$ cat src/rtl/chime_pkg.sv
package chime_pkg;
  localparam int unsigned HOUR_MAX = 12;
  localparam int unsigned CNT_W    = $clog2(HOUR_MAX + 1);
  localparam int unsigned BCD_W    = 5;

  typedef logic [CNT_W-1:0] count_t;
  typedef logic [BCD_W-1:0] bcd_t;

  function automatic bcd_t to_bcd(count_t v);
    logic       tens;
    logic [3:0] units;
    tens  = (v >= count_t'(10));
    units = 4'(tens ? v - count_t'(10) : v);
    return {tens, units};
  endfunction

  function automatic count_t next_hour(count_t h);
    return (h >= count_t'(HOUR_MAX)) ? count_t'(1) : h + count_t'(1);
  endfunction
endpackage

$ cat src/rtl/chime_debounce.sv
module chime_debounce #(
  parameter int unsigned STABLE_CYC = 16
) (
  input  logic clk,
  input  logic rst_n,
  input  logic raw,
  output logic press
);
  localparam int unsigned CW = (STABLE_CYC > 1) ? $clog2(STABLE_CYC + 1) : 1;
  localparam logic [CW-1:0] LAST = CW'(STABLE_CYC - 1);

  logic          sync0_q, sync1_q, level_q;
  logic [CW-1:0] run_q;

  always_ff @(posedge clk) begin
    if (!rst_n) begin
      sync0_q <= 1'b0;
      sync1_q <= 1'b0;
      level_q <= 1'b0;
      run_q   <= '0;
      press   <= 1'b0;
    end else begin
      sync0_q <= raw;
      sync1_q <= sync0_q;
      press   <= 1'b0;
      if (sync1_q != level_q) begin
        if (run_q == LAST) begin
          level_q <= sync1_q;
          run_q   <= '0;
          press   <= sync1_q;
        end else begin
          run_q <= run_q + 1'b1;
        end
      end else begin
        run_q <= '0;
      end
    end
  end
endmodule

$ cat src/rtl/chime_midnight_sync.sv
module chime_midnight_sync (
  input  logic clk,
  input  logic rst_n,
  input  logic midnight,
  input  logic tick,
  output logic fire
);
  logic arm_q, stage_q;

  always_ff @(posedge clk) begin
    if (!rst_n) begin
      arm_q   <= 1'b0;
      stage_q <= 1'b0;
      fire    <= 1'b0;
    end else begin
      fire <= tick && stage_q;
      if (tick) stage_q <= arm_q;
      if (midnight)  arm_q <= 1'b1;
      else if (tick) arm_q <= 1'b0;
    end
  end
endmodule

$ cat src/rtl/chime_strike_counter.sv
module chime_strike_counter
  import chime_pkg::*;
(
  input  logic   clk,
  input  logic   rst_n,
  input  logic   load,
  input  count_t load_val,
  input  logic   tick,
  input  logic   enable,
  output logic   strike,
  output bcd_t   remain,
  output logic   idle
);
  count_t cnt_q;

  always_ff @(posedge clk) begin
    if (!rst_n) begin
      cnt_q  <= '0;
      strike <= 1'b0;
    end else begin
      strike <= tick && (cnt_q != '0) && enable;
      if (load)                         cnt_q <= load_val;
      else if (tick && (cnt_q != '0))   cnt_q <= cnt_q - 1'b1;
    end
  end

  assign remain = to_bcd(cnt_q);
  assign idle   = (cnt_q == '0);
endmodule

$ cat src/rtl/chime_sequencer.sv
module chime_sequencer
  import chime_pkg::*;
#(
  parameter int unsigned DEBOUNCE_CYC = 16
) (
  input  logic       clk,
  input  logic       rst_n,
  input  logic       hour_pulse,
  input  logic       midnight_pulse,
  input  logic       sec_tick,
  input  logic       advance_btn,
  input  logic       chime_en,
  output logic       strike,
  output logic [4:0] remain_bcd,
  output logic       chime_off
);
  logic   press, sync_fire, idle;
  logic   hr_pend_q, sync_pend_q, load_q, accept, hour_req;
  count_t hr_q;

  chime_debounce #(.STABLE_CYC(DEBOUNCE_CYC)) u_deb (
    .clk(clk), .rst_n(rst_n), .raw(advance_btn), .press(press)
  );

  chime_midnight_sync u_mid (
    .clk(clk), .rst_n(rst_n), .midnight(midnight_pulse), .tick(sec_tick),
    .fire(sync_fire)
  );

  chime_strike_counter u_cnt (
    .clk(clk), .rst_n(rst_n), .load(load_q), .load_val(hr_q),
    .tick(sec_tick), .enable(chime_en), .strike(strike),
    .remain(remain_bcd), .idle(idle)
  );

  assign hour_req = (hour_pulse && !midnight_pulse) || press;
  assign accept   = idle && !load_q && (sync_pend_q || hr_pend_q);

  always_ff @(posedge clk) begin
    if (!rst_n) begin
      hr_q        <= count_t'(HOUR_MAX);
      hr_pend_q   <= 1'b0;
      sync_pend_q <= 1'b0;
      load_q      <= 1'b0;
    end else begin
      load_q <= accept;
      if (accept) begin
        if (sync_pend_q) begin
          hr_q        <= count_t'(HOUR_MAX);
          sync_pend_q <= 1'b0;
        end else begin
          hr_q      <= next_hour(hr_q);
          hr_pend_q <= 1'b0;
        end
      end
      if (hour_req)  hr_pend_q   <= 1'b1;
      if (sync_fire) sync_pend_q <= 1'b1;
    end
  end

  assign chime_off = !chime_en;
endmodule

$ cat config.mk
export PLATFORM = sky130hd
export DESIGN_NAME = chime_sequencer
export DESIGN_NICKNAME = d
export VERILOG_FILES = /design/src/rtl/chime_pkg.sv /design/src/rtl/chime_debounce.sv /design/src/rtl/chime_midnight_sync.sv /design/src/rtl/chime_strike_counter.sv /design/src/rtl/chime_sequencer.sv
export SDC_FILE = /design/constraint.sdc
export NUM_CORES = 1
export LEC_CHECK = 0
export BUFFER_PORTS_ARGS = -buffer_cell sky130_fd_sc_hd__buf_2
export CAP_MARGIN = 10
export CORE_MARGIN = 2
export CORE_UTILIZATION = 36
export DETAILED_ROUTE_END_ITERATION = 10
export HOLD_SLACK_MARGIN = 0.08
export PLACE_DENSITY = 0.58
export SYNTH_ARGS = -nofsm -noshare
export SYNTH_HDL_FRONTEND = slang
export SYNTH_SLANG_ARGS = --single-unit
$ cat constraint.sdc
create_clock -name clk -period 2 [get_ports clk]
set_clock_uncertainty 0.2 [all_clocks]
set_input_delay 0.3 -clock clk [delete_from_list [all_inputs] [get_ports clk]]
set_output_delay 0.3 -clock clk [all_outputs]
set_load 0.01 [all_outputs]
==> impl_results.rst <==
.. list-table::
   :header-rows: 1

   * - Metric
     - Value
   * - Maximum capacitance violations
     - 0
   * - Initial standard-cell utilization of the core
     - between 30% and 40%
   * - Max-slew violation count
     - 0
   * - Reg2Reg Launch Point
     - u_cnt.cnt_q[1]
   * - Worst slew margin
     - between 60 and 70%
   * - RSZ-0062 raised after global routing
     - yes
   * - Shortest period the worst path allows
     - around 2000 ps
   * - Most frequently used flop master after synthesis
     - dfxtp_1
   * - H-tree lvl count
     - 1
   * - Pin count of the biggest net entering global routing
     - 15
   * - Async set-or-reset flop fraction in the synthesized netlist
     - 0%
   * - Worst-Skew Late Latency
     - 310 ps
   * - TritonCTS sink count
     - 24
   * - Layout Cells excl Fill
     - 178
   * - Mean routed wirelength per cell
     - 12.20 um
   * - Count of different cell masters after synthesis
     - 37
   * - Final global-route overflow total
     - 0
   * - Count of mapped cells out of synthesis
     - between 100 and 150
   * - Port Buffers
     - 13
   * - Number of flip-flops and latches in the synthesized netlist
     - 24
   * - Detailed router's first-iteration violation count
     - 19
   * - Worst setup SP type
     - register
   * - Number of primary I/O pins
     - 14
   * - Vias in the first global route
     - ~870
   * - Top cell types by occurrence after synthesis
     - dfxtp_1 (24), nor2_1 (14), inv_1 (12), a21oi_1 (7), ha_1 (7)
   * - Power share of the sequential group
     - between 30% and 40%
   * - Actual slew at the worst max-slew pin
     - about 520 ps
   * - Register-to-register setup slack
     - 7 ps
   * - Netlist Area Pre-Place
     - about 1100 um^2
   * - GPL Wtd Cong
     - about 0.75
   * - Drt drc
     - 0
   * - Period Utilization, post-route
     - roughly 100%
   * - Die width
     - slightly below 60 um
   * - Number of rows in the core area
     - 20
   * - Syn avg cell area
     - ~9 um^2
   * - Syn_nets
     - 138
   * - Arrival time reported for the critical path endpoint
     - about 2000 ps
   * - Max rail drop VDD
     - between 0.4 and 0.5 mV
   * - Cell depth of the worst hold path
     - 3
   * - Fraction of post-synthesis cell area in the top cell type by area
     - 43.10%
   * - Synthesis Warnings
     - 0
   * - Via-per-instance ratio
     - 5.219
   * - 1st-pass router iterations
     - 4
   * - P&R area growth vs syn
     - 24.02%
   * - Internal Dissipation
     - about 1.1 mW
   * - First-pass GRT wire length
     - roughly 3.7 mm
   * - Setup total negative slack
     - 0 ps
   * - Worst hold path startpoint
     - sec_tick
   * - Overall die area
     - between 3000 and 4000 um^2
   * - Psw
     - about 0.66 mW
   * - Crit path max fanout
     - 4
   * - Total number of vias
     - roughly 930
   * - Critical path type
     - register to register
   * - Final number of hold-violating endpoints
     - 0
   * - Reg2reg path depth
     - 5
   * - Clock network fraction of total power
     - a little under an eighth
   * - Post-synth top area cell
     - dfxtp_1
   * - Leak
     - about 0.6 nW
   * - Floorplan Core Area
     - ~3000 um^2
   * - Crit Reg-Reg Endpoint
     - hr_q[1]
   * - Cell area after placement
     - 1224 um^2
   * - Filler cells
     - between 300 and 400
   * - Antenna viol nets, final
     - 0
   * - Number of diodes
     - 0
   * - Final number of setup-violating endpoints
     - 0
   * - Cell total after placement
     - between 150 and 200
   * - Cell area after layout
     - approximately 1400 um^2
   * - Leading cell types by total area after synthesis
     - dfxtp_1 (43%), ha_1 (7.9%), nor2_1 (4.7%), inv_1 (4.0%), a21oi_1 (3.1%)
   * - Number of buffers created by CTS
     - 3
   * - Die Ht
     - just under 60 um
   * - Count of flip-flops with a built-in enable after synthesis
     - 0
   * - Aggregate global-route resource usage
     - 13.37%
   * - Total power density per cell area
     - ~1300 nW/um^2
   * - TritonCTS clock tree
     - done
   * - HPWL Detailed
     - between 1.5 and 2 mm
   * - Switch share
     - between 30 and 40%
   * - Min-delay worst type
     - primary input to register
   * - Initial antenna violation count
     - 0
   * - Share of cells above drive strength 1
     - 27.59%
   * - Req. time, crit path
     - roughly 2000 ps
   * - Hold EP
     - u_cnt.strike
   * - Register clock-pin slew on the reported worst setup and hold paths
     - ~130 ps
   * - Library cell used as clock root buffer
     - clkbuf_4
   * - Final-stage net count
     - 161
   * - Total wire length after detailed routing
     - 2.171 mm
   * - Combinational cell fraction of total power
     - 53.2%
   * - Longest Clk Path Bufs
     - 2
   * - Sequential share of the synthesized area
     - 43.10%
   * - Run status
     - completed
   * - Cell with the most instances after synthesis
     - dfxtp_1
   * - Crit. End Element
     - register
   * - Maximum clock frequency
     - between 0.5 and 0.6 GHz
==> stage by stage <==
stage / utilization, % / setup WS (ps) / hold WS [ps] / power [mW]
2_1_floorplan: - / 51.51 / 211.9 / 1.134
3_3_place_gp: 40.75 / 71.26 / 227.5 / 1.316
3_5_place_dp: 40.75 / 36.61 / 229.6 / 1.333
4_1_cts: 44.79 / -14.72 / 97.57 / 1.694
5_1_grt: 46.04 / -31.25 / 111.7 / 1.905
6_report: 46.04 / 6.937 / 108.2 / 1.747
==> state kept, by name, indices dropped and copies added (netlist names) <==
| register | count |
|---|---|
| u_mid.arm_q | 1 |
| u_deb.press | 1 |
| u_cnt.cnt_q | 4 |
| hr_q | 4 |
| sync_pend_q | 1 |
| u_mid.fire | 1 |
| u_cnt.strike | 1 |
| u_deb.sync0_q | 1 |
| u_mid.stage_q | 1 |
| u_deb.sync1_q | 1 |
| u_deb.level_q | 1 |
| u_deb.run_q | 5 |
| load_q | 1 |
| hr_pend_q | 1 |
==> timing repair <==
item	in CTS	in global routing
gates resized for setup	13	4
setup endpoints to repair	5	7
pin swaps	1	4
endpoints found under the hold margin	4	0
hold buffers	4	0
setup buffers	1	2
==> metal layers <==
layer	share of wire, %	vias to the layer above	routed length [um]	track usage [%]
li1	-	481	-	-
met1	48	436	1036	17.58
met5	0	-	0	0
met3	2.3	2	50	2.597
met4	0.55	0	12	4.762
met2	49	10	1071	21.74
==> cell usage in the layout, fill, tap and decap left out, drive strengths merged <==
cell,count
and4,1
nand2b,3
nor2,14
nor2b,1
dlygate4sd3,4
o21ai,2
xor2,1
a21boi,1
and2,2
nand4,3
o311ai,2
o22ai,1
nor3,3
or3,1
o311a,1
nand2,4
clkbuf,3
o31ai,2
inv,12
a31oi,1
o221a,1
nand3,6
a2111o,2
ha,7
a311o,1
mux2i,3
or3b,1
and3,2
a21oi,7
xnor2,2
and4b,1
or4b,2
o21a,1
a41oi,1
dfxtp,24
buf,22
==> power by group through the flow <==
stage | registers [mW] | clock network [mW] | logic (mW)
finish | 0.612 | 0.206 | 0.930
global placement | 0.606 | 0 | 0.711
detailed placement | 0.608 | 0 | 0.725
CTS | 0.616 | 0.216 | 0.861
floorplan | 0.598 | 0 | 0.537
global route | 0.620 | 0.240 | 1.05
==> logic make-up after synthesis <==
logic type	synth area share (%)
xor+xnor	2.357
flops	43.10
compound gates	15.04
buf+inv	7.856
simple gates	21.10
fa+ha+maj	7.856
mux	2.694
==> how the worst max path moves through the flow <==
| stage | start | end | depth (start not counted) |
|---|---|---|---|
| final | u_cnt.cnt_q[1] | hr_q[1] | 5 |
| after global routing | u_cnt.cnt_q[0] | remain_bcd[1] | 7 |
| after detailed placement | u_cnt.cnt_q[0] | hr_q[1] | 5 |
| after floorplan | u_cnt.cnt_q[1] | u_cnt.cnt_q[3] | 6 |
| after global placement | u_cnt.cnt_q[0] | hr_q[1] | 5 |
| after CTS | u_cnt.cnt_q[1] | hr_q[1] | 5 |
==> cell type report <==
cell class | count | area (um^2) | share of cell area, %
clock buffers | 3 | 22.52 | 1.629
inverters | 12 | 45.04 | 3.258
multi-input cells | 80 | 611.8 | 44.25
flip-flops and latches | 24 | 485.5 | 35.11
well taps | 33 | 41.29 | 2.986
repair buffers | 26 | 176.4 | 12.76
==> critical path, cell delays in order, from the launching register on <==
cell,delay [ps]
dfxtp_4,370
inv_2,70
ha_4,140
or4b_4,460
or4b_4,530
a21oi_2,150
Note: power is estimated with default switching activity, not from simulation.
